File: config.mk
export PLATFORM = sky130hd
export DESIGN_NAME = mdm_ctrl_loop
export DESIGN_NICKNAME = d
export VERILOG_FILES = /design/src/rtl/mdm_pkg.sv /design/src/rtl/mdm_ctrl_reg.sv /design/src/rtl/mdm_loop_mux.sv /design/src/rtl/mdm_pin_drive.sv /design/src/rtl/mdm_ctrl_loop.sv
export SDC_FILE = /design/constraint.sdc
export NUM_CORES = 1
export LEC_CHECK = 0
export BUFFER_PORTS_ARGS = -buffer_cell sky130_fd_sc_hd__buf_4
export CAP_MARGIN = 5
export CORE_AREA = 2 2 39 41
export DETAILED_ROUTE_END_ITERATION = 16
export DIE_AREA = 0 0 41 43
export GPL_TIMING_DRIVEN = 0
export SLEW_MARGIN = 20
export SYNTH_ARGS = -nofsm -noshare
export SYNTH_HDL_FRONTEND = slang
export SYNTH_SLANG_ARGS = --single-unit
File: constraint.sdc
create_clock -name clk -period 1.05 [get_ports clk]
set_input_delay 0.1575 -clock clk [delete_from_list [all_inputs] [get_ports clk]]
set_output_delay 0.1575 -clock clk [all_outputs]
set_load 0.02 [all_outputs]
File: src/rtl/mdm_pkg.sv
package mdm_pkg;
   // Register bit positions; the loopback mux relies on bits 0..3 lining up
   // with the internal modem line order below.
   localparam int unsigned CTL_DTR  = 0;
   localparam int unsigned CTL_RTS  = 1;
   localparam int unsigned CTL_RI   = 2;
   localparam int unsigned CTL_AUX  = 3;
   localparam int unsigned CTL_LOOP = 4;
   localparam int unsigned CTL_BITS = 5;

   // Internal modem line order: index i is looped from register bit i.
   localparam int unsigned LN_DSR = 0;
   localparam int unsigned LN_CTS = 1;
   localparam int unsigned LN_RI  = 2;
   localparam int unsigned LN_DCD = 3;
   localparam int unsigned LN_CNT = 4;
endpackage

File: src/rtl/mdm_ctrl_reg.sv
module mdm_ctrl_reg
   import mdm_pkg::*;
#(
   parameter int unsigned BUS_W  = 8,
   parameter int unsigned CTRL_W = CTL_BITS
) (
   input  logic              clk,
   input  logic              rst_n,
   input  logic              wr_en,
   input  logic [BUS_W-1:0]  wr_data,
   output logic [CTRL_W-1:0] ctrl,
   output logic [BUS_W-1:0]  rd_data
);
   localparam int unsigned PAD_W = BUS_W - CTRL_W;

   always_ff @(posedge clk or negedge rst_n) begin
      if (!rst_n)     ctrl <= '0;
      else if (wr_en) ctrl <= wr_data[CTRL_W-1:0];
   end

   generate
      if (PAD_W > 0) begin : g_pad
         assign rd_data = {{PAD_W{1'b0}}, ctrl};
      end else begin : g_nopad
         assign rd_data = ctrl;
      end
   endgenerate
endmodule

File: src/rtl/mdm_loop_mux.sv
module mdm_loop_mux
   import mdm_pkg::*;
#(
   parameter int unsigned LINES = LN_CNT
) (
   input  logic             loop_en,
   input  logic [LINES-1:0] ctl_lines,
   input  logic [LINES-1:0] pin_lines_n,
   output logic [LINES-1:0] int_lines_n,
   input  logic             tx_serial,
   input  logic             sin,
   output logic             sout,
   output logic             rx_serial
);
   genvar i;
   generate
      for (i = 0; i < LINES; i++) begin : g_line
         assign int_lines_n[i] = loop_en ? ~ctl_lines[i] : pin_lines_n[i];
      end
   endgenerate

   assign sout      = loop_en ? 1'b1 : tx_serial;
   assign rx_serial = loop_en ? tx_serial : sin;
endmodule

File: src/rtl/mdm_pin_drive.sv
module mdm_pin_drive #(
   parameter int unsigned OUT_LINES = 2,
   parameter bit          IRQ_IDLE  = 1'b0
) (
   input  logic                 loop_en,
   input  logic [OUT_LINES-1:0] ctl_out,
   input  logic                 irq_gate,
   input  logic                 irq_req,
   output logic [OUT_LINES-1:0] pins_n,
   output logic                 irq_out,
   output logic                 irq_oe
);
   genvar i;
   generate
      for (i = 0; i < OUT_LINES; i++) begin : g_out
         assign pins_n[i] = loop_en | ~ctl_out[i];
      end
   endgenerate

   assign irq_oe  = irq_gate & ~loop_en;
   assign irq_out = irq_oe ? irq_req : IRQ_IDLE;
endmodule

File: src/rtl/mdm_ctrl_loop.sv
module mdm_ctrl_loop
   import mdm_pkg::*;
#(
   parameter int unsigned BUS_W    = 8,
   parameter int unsigned CTRL_W   = CTL_BITS,
   parameter bit          IRQ_IDLE = 1'b0
) (
   input  logic             clk,
   input  logic             rst_n,
   input  logic             wr_en,
   input  logic [BUS_W-1:0] wr_data,
   output logic [BUS_W-1:0] rd_data,
   input  logic             tx_serial,
   output logic             sout,
   input  logic             sin,
   output logic             rx_serial,
   output logic             dtr_n_pin,
   output logic             rts_n_pin,
   input  logic             cts_n_pin,
   input  logic             dsr_n_pin,
   input  logic             ri_n_pin,
   input  logic             dcd_n_pin,
   output logic             cts_n_int,
   output logic             dsr_n_int,
   output logic             ri_n_int,
   output logic             dcd_n_int,
   input  logic             irq_req,
   output logic             irq_out,
   output logic             irq_oe
);
   generate
      if (CTRL_W != CTL_BITS) begin : g_bad_ctrl
         $error("mdm_ctrl_loop: CTRL_W must equal CTL_BITS");
      end
      if (BUS_W < CTRL_W) begin : g_bad_bus
         $error("mdm_ctrl_loop: BUS_W narrower than CTRL_W");
      end
   endgenerate

   logic [CTRL_W-1:0] ctrl;
   logic [LN_CNT-1:0] pin_lines_n;
   logic [LN_CNT-1:0] int_lines_n;
   logic [1:0]        out_pins_n;
   logic              loop_en;

   assign loop_en = ctrl[CTL_LOOP];

   mdm_ctrl_reg #(.BUS_W(BUS_W), .CTRL_W(CTRL_W)) u_reg (
      .clk     (clk),
      .rst_n   (rst_n),
      .wr_en   (wr_en),
      .wr_data (wr_data),
      .ctrl    (ctrl),
      .rd_data (rd_data)
   );

   always_comb begin
      pin_lines_n         = '0;
      pin_lines_n[LN_DSR] = dsr_n_pin;
      pin_lines_n[LN_CTS] = cts_n_pin;
      pin_lines_n[LN_RI]  = ri_n_pin;
      pin_lines_n[LN_DCD] = dcd_n_pin;
   end

   mdm_loop_mux #(.LINES(LN_CNT)) u_mux (
      .loop_en     (loop_en),
      .ctl_lines   (ctrl[LN_CNT-1:0]),
      .pin_lines_n (pin_lines_n),
      .int_lines_n (int_lines_n),
      .tx_serial   (tx_serial),
      .sin         (sin),
      .sout        (sout),
      .rx_serial   (rx_serial)
   );

   assign dsr_n_int = int_lines_n[LN_DSR];
   assign cts_n_int = int_lines_n[LN_CTS];
   assign ri_n_int  = int_lines_n[LN_RI];
   assign dcd_n_int = int_lines_n[LN_DCD];

   mdm_pin_drive #(.OUT_LINES(2), .IRQ_IDLE(IRQ_IDLE)) u_drv (
      .loop_en  (loop_en),
      .ctl_out  ({ctrl[CTL_RTS], ctrl[CTL_DTR]}),
      .irq_gate (ctrl[CTL_AUX]),
      .irq_req  (irq_req),
      .pins_n   (out_pins_n),
      .irq_out  (irq_out),
      .irq_oe   (irq_oe)
   );

   assign dtr_n_pin = out_pins_n[0];
   assign rts_n_pin = out_pins_n[1];
endmodule

=== Word level (Yosys, flattened, before mapping) ===
Cells that the tools add are included.

* Shifts and indexed selects: 0
* Order comparisons: 0
* Divide/modulo/power cells: 0
* Reductions and logical operators: 0
* Multiply operators: 0
* Bitwise gates (word level): 8
* Equal/unequal tests: 0
* Add/subtract/negate cells: 0
* Mux-type cells: 7

{| class="wikitable"
|+ Operators with widths
! operator !! count
|-
| two-way mux 1 bit || 7
|-
| inverter 1 bit || 5
|-
| OR 1 bit || 2
|-
| AND 1 bit || 1
|}

* Bits in read-only memories: 0
* Output and inout bits: 18
* Flip-flop bits (word level): 5
* Latch bits: 0
* Memories kept: 0
* Memory bits (writable): 0

=== Logic depth before layout (Yosys ltp) ===
* Word-level depth: 3
* Gate-level depth with buffers: 3

=== Modules after synthesis ===
From an unflattened synthesis, not the netlist that was laid out.

* Cells, all modules: 34
* Area, all modules: 360.3 um2

{| class="wikitable"
|+ By module, submodules not included
! module !! instances !! cells each !! area each (um2) !! sequential area each (um2)
|-
| mdm_ctrl_reg || 1 || 19 || 245.2 || 125.1
|-
| mdm_loop_mux || 1 || 11 || 87.6 || 0.0
|-
| mdm_pin_drive || 1 || 4 || 27.5 || 0.0
|}

=== Worst setup path before layout ===
No wires, ideal clock.

* Path kind: flip-flop to output port
* Start point: register u_reg.ctrl[4]
* End point: output irq_out
* Slack: -0.124 ns
* Cell stages (with the launch flop): 4
* Data required time: 0.892 ns
* Data arrival time: 1.016 ns
* Path through: dfrtp_1 buf_6 nor2b_2 and2_1

* Word-level cells in the longest chain between the ends: 3

{| class="wikitable"
|+ Ends and longest elaborated chain
! item !! line !! text
|-
| from (decl) || mdm_ctrl_reg.sv:11 || <nowiki>output logic [CTRL_W-1:0] ctrl,</nowiki>
|-
| from (signal assigned) || mdm_ctrl_reg.sv:18 || <nowiki>else if (wr_en) ctrl <= wr_data[CTRL_W-1:0];</nowiki>
|-
| inverter 1 bit || mdm_pin_drive.sv:20 || <nowiki>assign irq_oe = irq_gate & ~loop_en;</nowiki>
|-
| AND 1 bit || mdm_pin_drive.sv:20 ||
|-
| via irq_oe || mdm_ctrl_loop.sv:29 || <nowiki>output logic irq_oe</nowiki>
|-
| two-way mux 1 bit || mdm_pin_drive.sv:21 || <nowiki>assign irq_out = irq_oe ? irq_req : IRQ_IDLE;</nowiki>
|-
| to (decl) || mdm_ctrl_loop.sv:28 || <nowiki>output logic irq_out,</nowiki>
|}

The timed path passes the listed nets, and every way through them passes these cells.

=== Worst setup path in the final report ===
* Start point: register u_reg.ctrl[4]
* End point: output rx_serial

* Word-level cells in the longest chain between the ends: 1

{| class="wikitable"
|+ Ends and longest elaborated chain
! item !! line !! text
|-
| two-way mux 1 bit || mdm_loop_mux.sv:23 || <nowiki>assign rx_serial = loop_en ? tx_serial : sin;</nowiki>
|-
| to (decl) || mdm_ctrl_loop.sv:16 || <nowiki>output logic rx_serial,</nowiki>
|}

No other way between the ends.

==> flow_metrics.env <==
export IMPL_coreArea_sq_um=1380
export IMPL_hold_violations=0
export IMPL_num_rows=14
export IMPL_clockBufferDepth=2
export IMPL_fmax_mhz=735
export IMPL_yosys_warnings=0
export IMPL_clk_pin_slew_ns=0.04
export IMPL_outcome="finished, violations left"
export IMPL_rsz0062_at_grt="yes"
export IMPL_grt_pass1_wl_um=1280
export IMPL_syn2layout_area_growth_pct=96.0
export IMPL_power_frac_seq_pct=28.3
export IMPL_required_ns=0.89
export IMPL_grt_max_degree=6
export IMPL_vias=343
export IMPL_cts_buffers=3
export IMPL_largest_register="u_reg.ctrl"
export IMPL_p_sw_uw=257
export IMPL_insertion_delay_ns=0.24
export IMPL_power_frac_comb_pct=44.8
export IMPL_die_w_um=41
export IMPL_skew_ns=0
export IMPL_drt_iter0_drc=0
export IMPL_route_detailed_drc=0
export IMPL_largest_reg_flops=5
export IMPL_vdd_drop_max_v=0.00106
export IMPL_slew_violations=0
export IMPL_dieArea_sq_um=1760
export IMPL_setup_viol=11
export IMPL_mostFrequentLayoutCells="buf_4, buf_6, dfrtp_1"
export IMPL_gp_congestion=0.608
export IMPL_cts_sinks=5
export IMPL_finalInstanceArea_sq_um=669
export IMPL_mostFrequentLayoutCell="buf_4"
export IMPL_final_period_utilization_pct=129
export IMPL_crit_type="flop to primary output"
export IMPL_pin_count=36
export IMPL_largest_registers="u_reg.ctrl: 5 flops"
export IMPL_grt_ovfl_total=0
export IMPL_maxCapViolations=0
export IMPL_switching_share_pct=31.5
export IMPL_arrival_ns=1.20
export IMPL_intPower_uw=560
export IMPL_clkPwrFrac_pct=26.9
export IMPL_antenna_left=0
export IMPL_antenna_found_initial=0
export IMPL_netlist_instances=31
export IMPL_cts_root_buf="clkbuf_4"
export IMPL_placedCellCount=78
export IMPL_critPathMaxFanout=5
export IMPL_seq_area_frac_synth_pct=36.6
export IMPL_initial_core_util_pct=24.7
export IMPL_dp_hpwl_um=609
export IMPL_pre_cts_slack_ns=-0.0878
export IMPL_port_buffers=29
export IMPL_fin_ws_ns=-0.310
export IMPL_fin_cells=85
export IMPL_start_kind="flop"
export IMPL_grt_pass1_vias=344
export IMPL_cp_end_kind="primary output"
export IMPL_vias_per_cell=4.04
export IMPL_failed_checks="setup timing"
export IMPL_ys_ff_latch=5
export IMPL_dpl_cell_area_sq_um=593
export IMPL_layout_drive_gt1_share_pct=63.8
export IMPL_final_nets=88
export IMPL_avgSynthCellArea_sq_um=11.0
export IMPL_cts_tree="done"
export IMPL_htreeDepth=1
export IMPL_track_usage_pct=10.8
export IMPL_fin_crit_ns=1.36
export IMPL_wl_um=818
export IMPL_routedWlPerCell_um=9.62
export IMPL_n_antenna_cell=0
export IMPL_power_uw=817
export IMPL_min_path_type="input port to flop"
export IMPL_synth_area_sq_um=342
export IMPL_dieHeight_um=43
export IMPL_ys_types=12
export IMPL_leakage_uw=0.000371
export IMPL_dr_pass1_iters=1
export IMPL_power_density_nw_per_um2=1220
[through the flow]
step	hold slack, ns	util (%)	TNS [ns]
5_1_grt	0.131	48.4	-2.90
2_1_floorplan	-0.138	-	-0.0926
3_5_place_dp	-0.0372	42.9	-0.109
6_report	0.133	48.4	-2.33
3_3_place_gp	-0.0378	42.9	-0.0744
4_1_cts	0.133	47.8	-2.40
[cell usage after synthesis, drive strengths merged]
| library cell | n | area (sq um) |
|---|---|---|
| mux2 | 6 | 75.1 |
| inv | 4 | 15.0 |
| conb | 1 | 3.75 |
| dfrtp | 5 | 125 |
| mux2i | 4 | 40.0 |
| nor2b | 1 | 8.76 |
| nand2b | 2 | 12.5 |
| or2 | 1 | 6.26 |
| and2 | 1 | 6.26 |
| buf | 6 | 48.8 |
[metal layers]
layer	vias up	wire [um]	part of all wire, %	global-route usage, %
li1	164	-	-	-
met1	157	260	32	11.1
met2	22	460	56	18.8
met3	0	98	12	6.81
met4	0	0	0	0
met5	-	0	0	0
[area by class of cell]
class	count	area (sq um)
Inverter	4	15.0
Buffer	6	52.6
Timing Repair Buffer	32	263
Tap cell	16	20.0
Fill cell	150	714
Sequential cell	5	125
Multi-Input combinational cell	18	168
Clock buffer	4	26.3
[kinds of logic after synthesis]
group	after synthesis	share of synthesized area [%]
mux	10	33.7
buf+inv	10	18.7
flops	5	36.6
simple gates	5	9.89
other cells	1	1.10
[what timing repair did]
item / in CTS / in global routing
pin swaps: 2 / 0
buffers inserted: 0 / 1
endpoints found under the setup margin: 12 / 12
hold buffers: 1 / 0
resized for setup: 8 / 0
hold endpoints to repair: 5 / 0
cloned: 1 / 0
[worst paths after layout]
path	startpoint	to	slack [ns]	depth (start not counted)
worst max-delay path	u_reg.ctrl[4]	rx_serial	-0.31	3
worst min-delay path	wr_data[3]	u_reg.ctrl[3]	0.13	2
worst max register to register	u_reg.ctrl[4]	u_reg.ctrl[4]	0.11	2
worst min register to register	u_reg.ctrl[2]	u_reg.ctrl[2]	0.53	1
max in group asynchronous	rst_n	u_reg.ctrl[2]	0.68	2
min in group asynchronous	rst_n	u_reg.ctrl[3]	0.27	2
[critical path, cell delays in order, from the launching register on]
cell	delay (ns)
dfrtp_1	0.39
buf_6	0.15
mux2_4	0.29
buf_6	0.13
[power groups by stage]
stage,registers (uW),clock network [uW],logic [uW]
after floorplan,244,0,176
after global placement,232,0,334
after detailed placement,233,0,337
after CTS,231,226,365
after global routing,234,241,391
final,231,220,366
No activity file was read; power rests on OpenSTA's default activity.
